<file path="config.mk">
export PLATFORM = sky130hd
export DESIGN_NAME = crc32_barrett_reduce
export DESIGN_NICKNAME = d
export VERILOG_FILES = /design/src/rtl/crc32_barrett_pkg.sv /design/src/rtl/crc32_barrett_ctrl.sv /design/src/rtl/crc32_barrett_datapath.sv /design/src/rtl/crc32_barrett_reduce.sv
export SDC_FILE = /design/constraint.sdc
export NUM_CORES = 1
export LEC_CHECK = 0
export CAP_MARGIN = 20
export CORE_ASPECT_RATIO = 0.6
export CORE_UTILIZATION = 30
export DETAILED_ROUTE_END_ITERATION = 6
export PLACE_DENSITY = 0.56
export SETUP_SLACK_MARGIN = 0.3
export SLEW_MARGIN = 10
export SYNTH_ARGS = -nofsm -noshare
export SYNTH_HDL_FRONTEND = slang
export SYNTH_SLANG_ARGS = --single-unit
</file>
<file path="constraint.sdc">
create_clock -name clk -period 3.2 [get_ports clk]
set_input_delay 0.64 -clock clk [delete_from_list [all_inputs] [get_ports clk]]
set_output_delay 0.64 -clock clk [all_outputs]
set_load 0.02 [all_outputs]
</file>
<file path="src/rtl/crc32_barrett_pkg.sv">
package crc32_barrett_pkg;

  // Strobes from the control path to the datapath, one per register stage.
  typedef struct packed {
    logic capIn;   // load the operand register
    logic capMid;  // load the first-product and upper-word registers
    logic capOut;  // load the result register
  } barrettStrobe_t;

endpackage

</file>
<file path="src/rtl/crc32_barrett_ctrl.sv">
module crc32_barrett_ctrl
  import crc32_barrett_pkg::*;
#(
  parameter int LATENCY = 3
) (
  input  logic           clk,
  input  logic           rst,
  input  logic           inValid,
  output barrettStrobe_t strb,
  output logic           outValid
);

  logic [LATENCY-1:0] vldPipe;

  always_ff @(posedge clk) begin
    if (rst) vldPipe <= '0;
    else     vldPipe <= {vldPipe[LATENCY-2:0], inValid};
  end

  generate
    if (LATENCY == 3) begin : g_three
      assign strb.capIn  = inValid;
      assign strb.capMid = vldPipe[0];
    end else begin : g_two
      assign strb.capIn  = 1'b0;
      assign strb.capMid = inValid;
    end
  endgenerate

  assign strb.capOut = vldPipe[LATENCY-2];
  assign outValid    = vldPipe[LATENCY-1];

endmodule

</file>
<file path="src/rtl/crc32_barrett_datapath.sv">
module crc32_barrett_datapath
  import crc32_barrett_pkg::*;
#(
  parameter int              CRC_W   = 32,
  parameter int              LATENCY = 3,
  parameter logic [CRC_W:0]  U_CONST = 33'h1F7011641,
  parameter logic [CRC_W:0]  P_CONST = 33'h1DB710641
) (
  input  logic                 clk,
  input  logic                 rst,
  input  barrettStrobe_t       strb,
  input  logic [2*CRC_W-1:0]   inRem,
  output logic [CRC_W-1:0]     crcOut
);

  localparam int REM_W = 2 * CRC_W;
  localparam logic [CRC_W-1:0] U_LO = U_CONST[CRC_W-1:0];
  localparam logic [REM_W-1:0] P_EXT = REM_W'(P_CONST);

  logic [REM_W-1:0] remS1;
  logic [CRC_W-1:0] t1Lo;
  logic [CRC_W-1:0] t1Reg;
  logic [CRC_W-1:0] hiReg;
  logic [REM_W-1:0] t2Full;
  logic [CRC_W-1:0] t2Hi;
  logic [CRC_W-1:0] crcReg;

  generate
    if (LATENCY == 3) begin : g_inreg
      logic [REM_W-1:0] remReg;
      always_ff @(posedge clk) begin
        if (rst)             remReg <= '0;
        else if (strb.capIn) remReg <= inRem;
      end
      assign remS1 = remReg;
    end else begin : g_nore
      assign remS1 = inRem;
    end
  endgenerate

  // Stage one: low word of the operand times the reciprocal, low word kept.
  always_comb begin
    t1Lo = '0;
    for (int i = 0; i < CRC_W; i++) begin
      if (remS1[i]) t1Lo = t1Lo ^ (U_LO << i);
    end
  end

  always_ff @(posedge clk) begin
    if (rst) begin
      t1Reg <= '0;
      hiReg <= '0;
    end else if (strb.capMid) begin
      t1Reg <= t1Lo;
      hiReg <= remS1[REM_W-1:CRC_W];
    end
  end

  // Stage two: first product times the shifted polynomial, upper word kept.
  always_comb begin
    t2Full = '0;
    for (int i = 0; i < CRC_W; i++) begin
      if (t1Reg[i]) t2Full = t2Full ^ (P_EXT << i);
    end
  end

  assign t2Hi = CRC_W'(t2Full >> CRC_W);

  always_ff @(posedge clk) begin
    if (rst)              crcReg <= '0;
    else if (strb.capOut) crcReg <= hiReg ^ t2Hi;
  end

  assign crcOut = crcReg;

endmodule

</file>
<file path="src/rtl/crc32_barrett_reduce.sv">
module crc32_barrett_reduce
  import crc32_barrett_pkg::*;
#(
  parameter int              CRC_W   = 32,
  parameter int              LATENCY = 3,
  parameter logic [CRC_W:0]  U_CONST = 33'h1F7011641,
  parameter logic [CRC_W:0]  P_CONST = 33'h1DB710641
) (
  input  logic                 clk,
  input  logic                 rst,
  input  logic                 inValid,
  input  logic [2*CRC_W-1:0]   inRem,
  output logic                 outValid,
  output logic [CRC_W-1:0]     crcOut
);

  barrettStrobe_t strb;

  crc32_barrett_ctrl #(.LATENCY(LATENCY)) u_ctrl (
    .clk      (clk),
    .rst      (rst),
    .inValid  (inValid),
    .strb     (strb),
    .outValid (outValid)
  );

  crc32_barrett_datapath #(
    .CRC_W   (CRC_W),
    .LATENCY (LATENCY),
    .U_CONST (U_CONST),
    .P_CONST (P_CONST)
  ) u_dp (
    .clk    (clk),
    .rst    (rst),
    .strb   (strb),
    .inRem  (inRem),
    .crcOut (crcOut)
  );

endmodule

</file>
After elaboration in Yosys (flattened, before gate mapping)
Index checks and enable logic that the tools add are counted.

Register bits after elaboration: 163. Bits in latches: 0. RAM bits: 0. Memory bits (read-only): 0. Bits of input ports: 67. Output and inout port bits: 33. Logic and storage cells: 132. Memories kept: 0.

$add $sub $neg: 0. Multiply operators: 0. Divide/modulo/power cells: 0. Order comparisons: 0. Equal/unequal tests: 0. Shift-type cells: 0. Multiplexer cells: 64. Bitwise gates (word level): 63. Reductions and logical operators: 0.

Operators by type and width (number): $not 14->15 (31); $mux 32 (13); $mux 31 (6); $mux 30 (4); $mux 29 (3); $mux 64 (1); $mux 63 (1); $mux 62 (1); $mux 61 (1); $mux 60 (1); $mux 59 (1); $mux 58 (1); $mux 57 (1); $mux 28 (2); $mux 56 (1); $mux 55 (1); $mux 27 (2); $mux 54 (1); $mux 53 (1); $mux 52 (1); $mux 51 (1); $mux 50 (1); $mux 49 (1); $mux 48 (1); 30 further kinds (49).

Logic depth before layout (Yosys ltp)
Word-level depth: 64. Mapped depth: 7.

By module
A second synthesis with hierarchy kept.

Cell total of the unflattened synthesis: 835. Area, all modules: 8655.8 µm².

Modules (own cells, without submodules): crc32_barrett_datapath (times used 1, cells an instance 828, area each 8569.5 µm², sequential area each 3203.1 µm²); crc32_barrett_ctrl (times used 1, cells an instance 7, area each 86.3 µm², sequential area each 60.1 µm²).

Least setup slack after synthesis
No wires, ideal clock.

Kind: input to register. Start: input inValid. End: register u_dp.g_inreg.remReg[23]. Arrival: 1693 ps. Path slack: 1380 ps. Stages on the path: 4. Buffers on the path: 2. Path through: clkbuf_1 -> buf_1 -> mux2i_1 -> nor2_1.

RTL lines: from (decl) (line crc32_barrett_reduce.sv:11) `input logic inValid,`; to (signal assigned) (line crc32_barrett_datapath.sv:33) `else if (strb.capIn) remReg <= inRem;`; to (decl) (line crc32_barrett_datapath.sv:30) `logic [REM_W-1:0] remReg;`.

Worst setup path in the final report
Start: register u_dp.crcReg[4] (netlist: u_dp.crcOut[4]). End: output crcOut[4].

RTL lines: from (decl) (line crc32_barrett_datapath.sv:26) `logic [CRC_W-1:0] crcReg;`; from (signal assigned) (line crc32_barrett_datapath.sv:71) `else if (strb.capOut) crcReg <= hiReg ^ t2Hi;`; to (decl) (line crc32_barrett_reduce.sv:14) `output logic [CRC_W-1:0] crcOut`.

No word-level cell between the ends.

==> impl_results.md <==
* Status: finished clean
* Final hold vios at 0
* Initial antenna violation count at 0
* Final Slew Violations at 0
* HPWL Detailed at 16.80 mm
* DRT iter0 DRCs at 360
* Synth-to-Final Area Change at 21.11%
* H-tree depth at 4
* Routed len/inst at 16.83 um
* WP data required at 2.56 ns
* Die X at 219.2 um
* Syn Nets at 918
* Via Count at 5577
* Placed cells at 1252
* Number of global-route vias before repair at 5435
* Largest net degree at the start of global routing at 67
* Starting density of the core at 30.66%
* Grt ovf at 0
* Flops & latches, synth at 163
* Leakage power at 3.713 nW
* Syn Inst Count at 851
* Register area share after synthesis at 38.43%
* First-pass GRT wire length at 33.43 mm
* Crit-path leading delay family: buffers and inverters
* Worst hold path type: flip-flop to flip-flop
* Full die area at 0.02901 mm^2
* Drt pass-1 iters at 4
* Synth cell types at 24
* Routed WL at 21.62 mm
* Share of post-route cells with drive strength above 1 at 6.543%
* Synth warn at 0
* CTS-repair resized insts at 0
* Slew @ Worst Pin at 0.7129 ns
* Clk_skew at 0.008940 ns
* Crit Path Max Fanout at 2
* Residual DRC at 0
* CTS clk-pin slew, worst paths at 0.06 ns
* Clock Sinks at 163
* Max_cap viols at 0
* CTS Buf Count at 17
* Final WS setup at 1.044 ns
* Multi-input logic area at 0.004872 mm^2
* Critical Path Max Stage Delay at 0.65 ns
* Yosys top cell area share at 38.43%
* Port bufs at 99
* Mux contribution to synthesized area at 14.73%
* Worst VDD drop at 0.0003072 V
* Largest area contributor in the netlist: dfxtp_1
* Crit path arrival time at 1.52 ns
* Period utilization at 67.38%
* Setup-failing EPs final at 0
* Routability cong. at 0.9108
* Post-CTS Hold Buffers at 0
* RSZ-0062 raised after global routing: false
* Root cell of the clock tree: clkbuf_16
* Worst path bufs/invs at 1
* Nets at 971
* TNS Setup at 0 ns
* Layout Cells excl Fill at 1284
* Commonest non-fill, non-tap cell in the layout: xnor2_1
* Skew-Pair Late Insertion Delay at 0.44 ns
* Syn avg cell area at 9.979 um^2
* Rows at 47
* GR Util All Layers at 15.60%
* FF+latch area at 0.003268 mm^2
* Adder-Cell Fraction of Synth Area at 0%
* Compound-cell area share of the yosys netlist at 3.079%
* I/O Pins at 100
* Via density at 4.343
* ANT cells at 0
* Setup Buffers After CTS at 0
* Crit start category: flip-flop
* Largest family of logic cells by synthesized area: XOR/XNOR gates
* Most frequent cells in the layout: xnor2_1 (232), dfxtp_1 (161), nor2_1 (160), mux2i_1 (125), clkdlybuf4s50_1 (97)
* TritonCTS clock tree: built
* Fill cell count at 2799
* Routed Antenna Nets at 0
* CP Class: flip-flop to output pin
* Largest cells by area after synthesis: dfxtp_1 (38%), xnor2_1 (24%), mux2i_1 (15%)
* Slew HR at 52.47%
* Tmin final at 2.156 ns
* Simple-gate share of the synthesized area at 7.500%
* Crit-path slowest cell: clkdlybuf4s50_1
* Post-Synth XOR/XNOR Area at 32.06%
* Max clock buf depth at 2
* Worst slack, placed at 1.258 ns
* Critical path capture point type: output pin
* PwrDens at 639.4 mW/mm^2
* Crit path cell chain: clkdlybuf4s50_1
* Core Region at 0.02770 mm^2
* Max frequency at 463.8 MHz
* Die height at 132.3 um
* Netlist Area Pre-Place at 0.008492 mm^2
-- worst paths after layout --
kind,slack [ns],endpoint,cells after the start,from
max,1.04,crcOut[4],1,u_dp.crcOut[4]
min,0.49,u_dp.crcOut[15],2,u_dp.crcOut[15]
min reg2reg,0.49,u_dp.crcOut[15],2,u_dp.crcOut[15]
max reg2reg,1.22,u_dp.crcOut[13],5,u_dp.t1Reg[24]
-- per-stage QoR --
stage,instance area (um^2),utilization [%],power [mW],hold slack [ns]
2_1_floorplan,8492,-,3.955,0.4601
3_3_place_gp,9691,34.99,4.524,0.4774
3_5_place_dp,9691,34.99,4.539,0.4827
4_1_cts,10280,37.13,6.636,0.4932
5_1_grt,10280,37.13,6.901,0.5110
6_report,10280,37.13,6.577,0.4894
-- cell type report --
class	instances	area share [%]
clock buffer	20	4.538
clock inverter	12	1.241
inverter	2	0.07299
multi-input combinational	613	47.37
sequential	163	31.78
tap	367	4.465
timing repair buffer	107	10.54
-- per-layer routing --
metal,vias to the layer above,wire length (um),GRT usage (%)
met5,-,0,0
met4,0,231,3.897
met3,15,1016,3.691
met2,118,7296,17.86
met1,2601,13070,26.79
li1,2843,-,-
-- registers in the layout (all words and copies together), names as in the netlist --
signal	cells
u_dp.crcOut	32
u_ctrl.vldPipe	3
u_dp.hiReg	32
u_dp.g_inreg.remReg	64
u_dp.t1Reg	32
-- logic make-up after synthesis --
kind of cell / Yosys count
mux: 125
simple gates: 166
flops: 163
xor+xnor: 287
compound gates: 35
buf+inv: 75
-- synth_stat cells (all sizes together) --
cell    count
a21oi       1
nand2       1
nand2b      1
xor2       40
o221ai      1
inv         2
mux2i     125
nor2b       3
nor2      160
xnor2     243
nand3b      1
buf        38
xnor3       4
a211oi     33
dfxtp     163
clkbuf     35
-- power breakdown --
part           switching [mW]  total (mW)  internal [mW]  leakage [nW]
Clock                   0.871        2.08           1.21         0.285
Sequential              0.230        2.40           2.17          1.34
Combinational            1.04        2.10           1.06          2.09
Total                    2.14        6.58           4.43          3.71
Note: power is estimated with default switching activity, not from simulation.
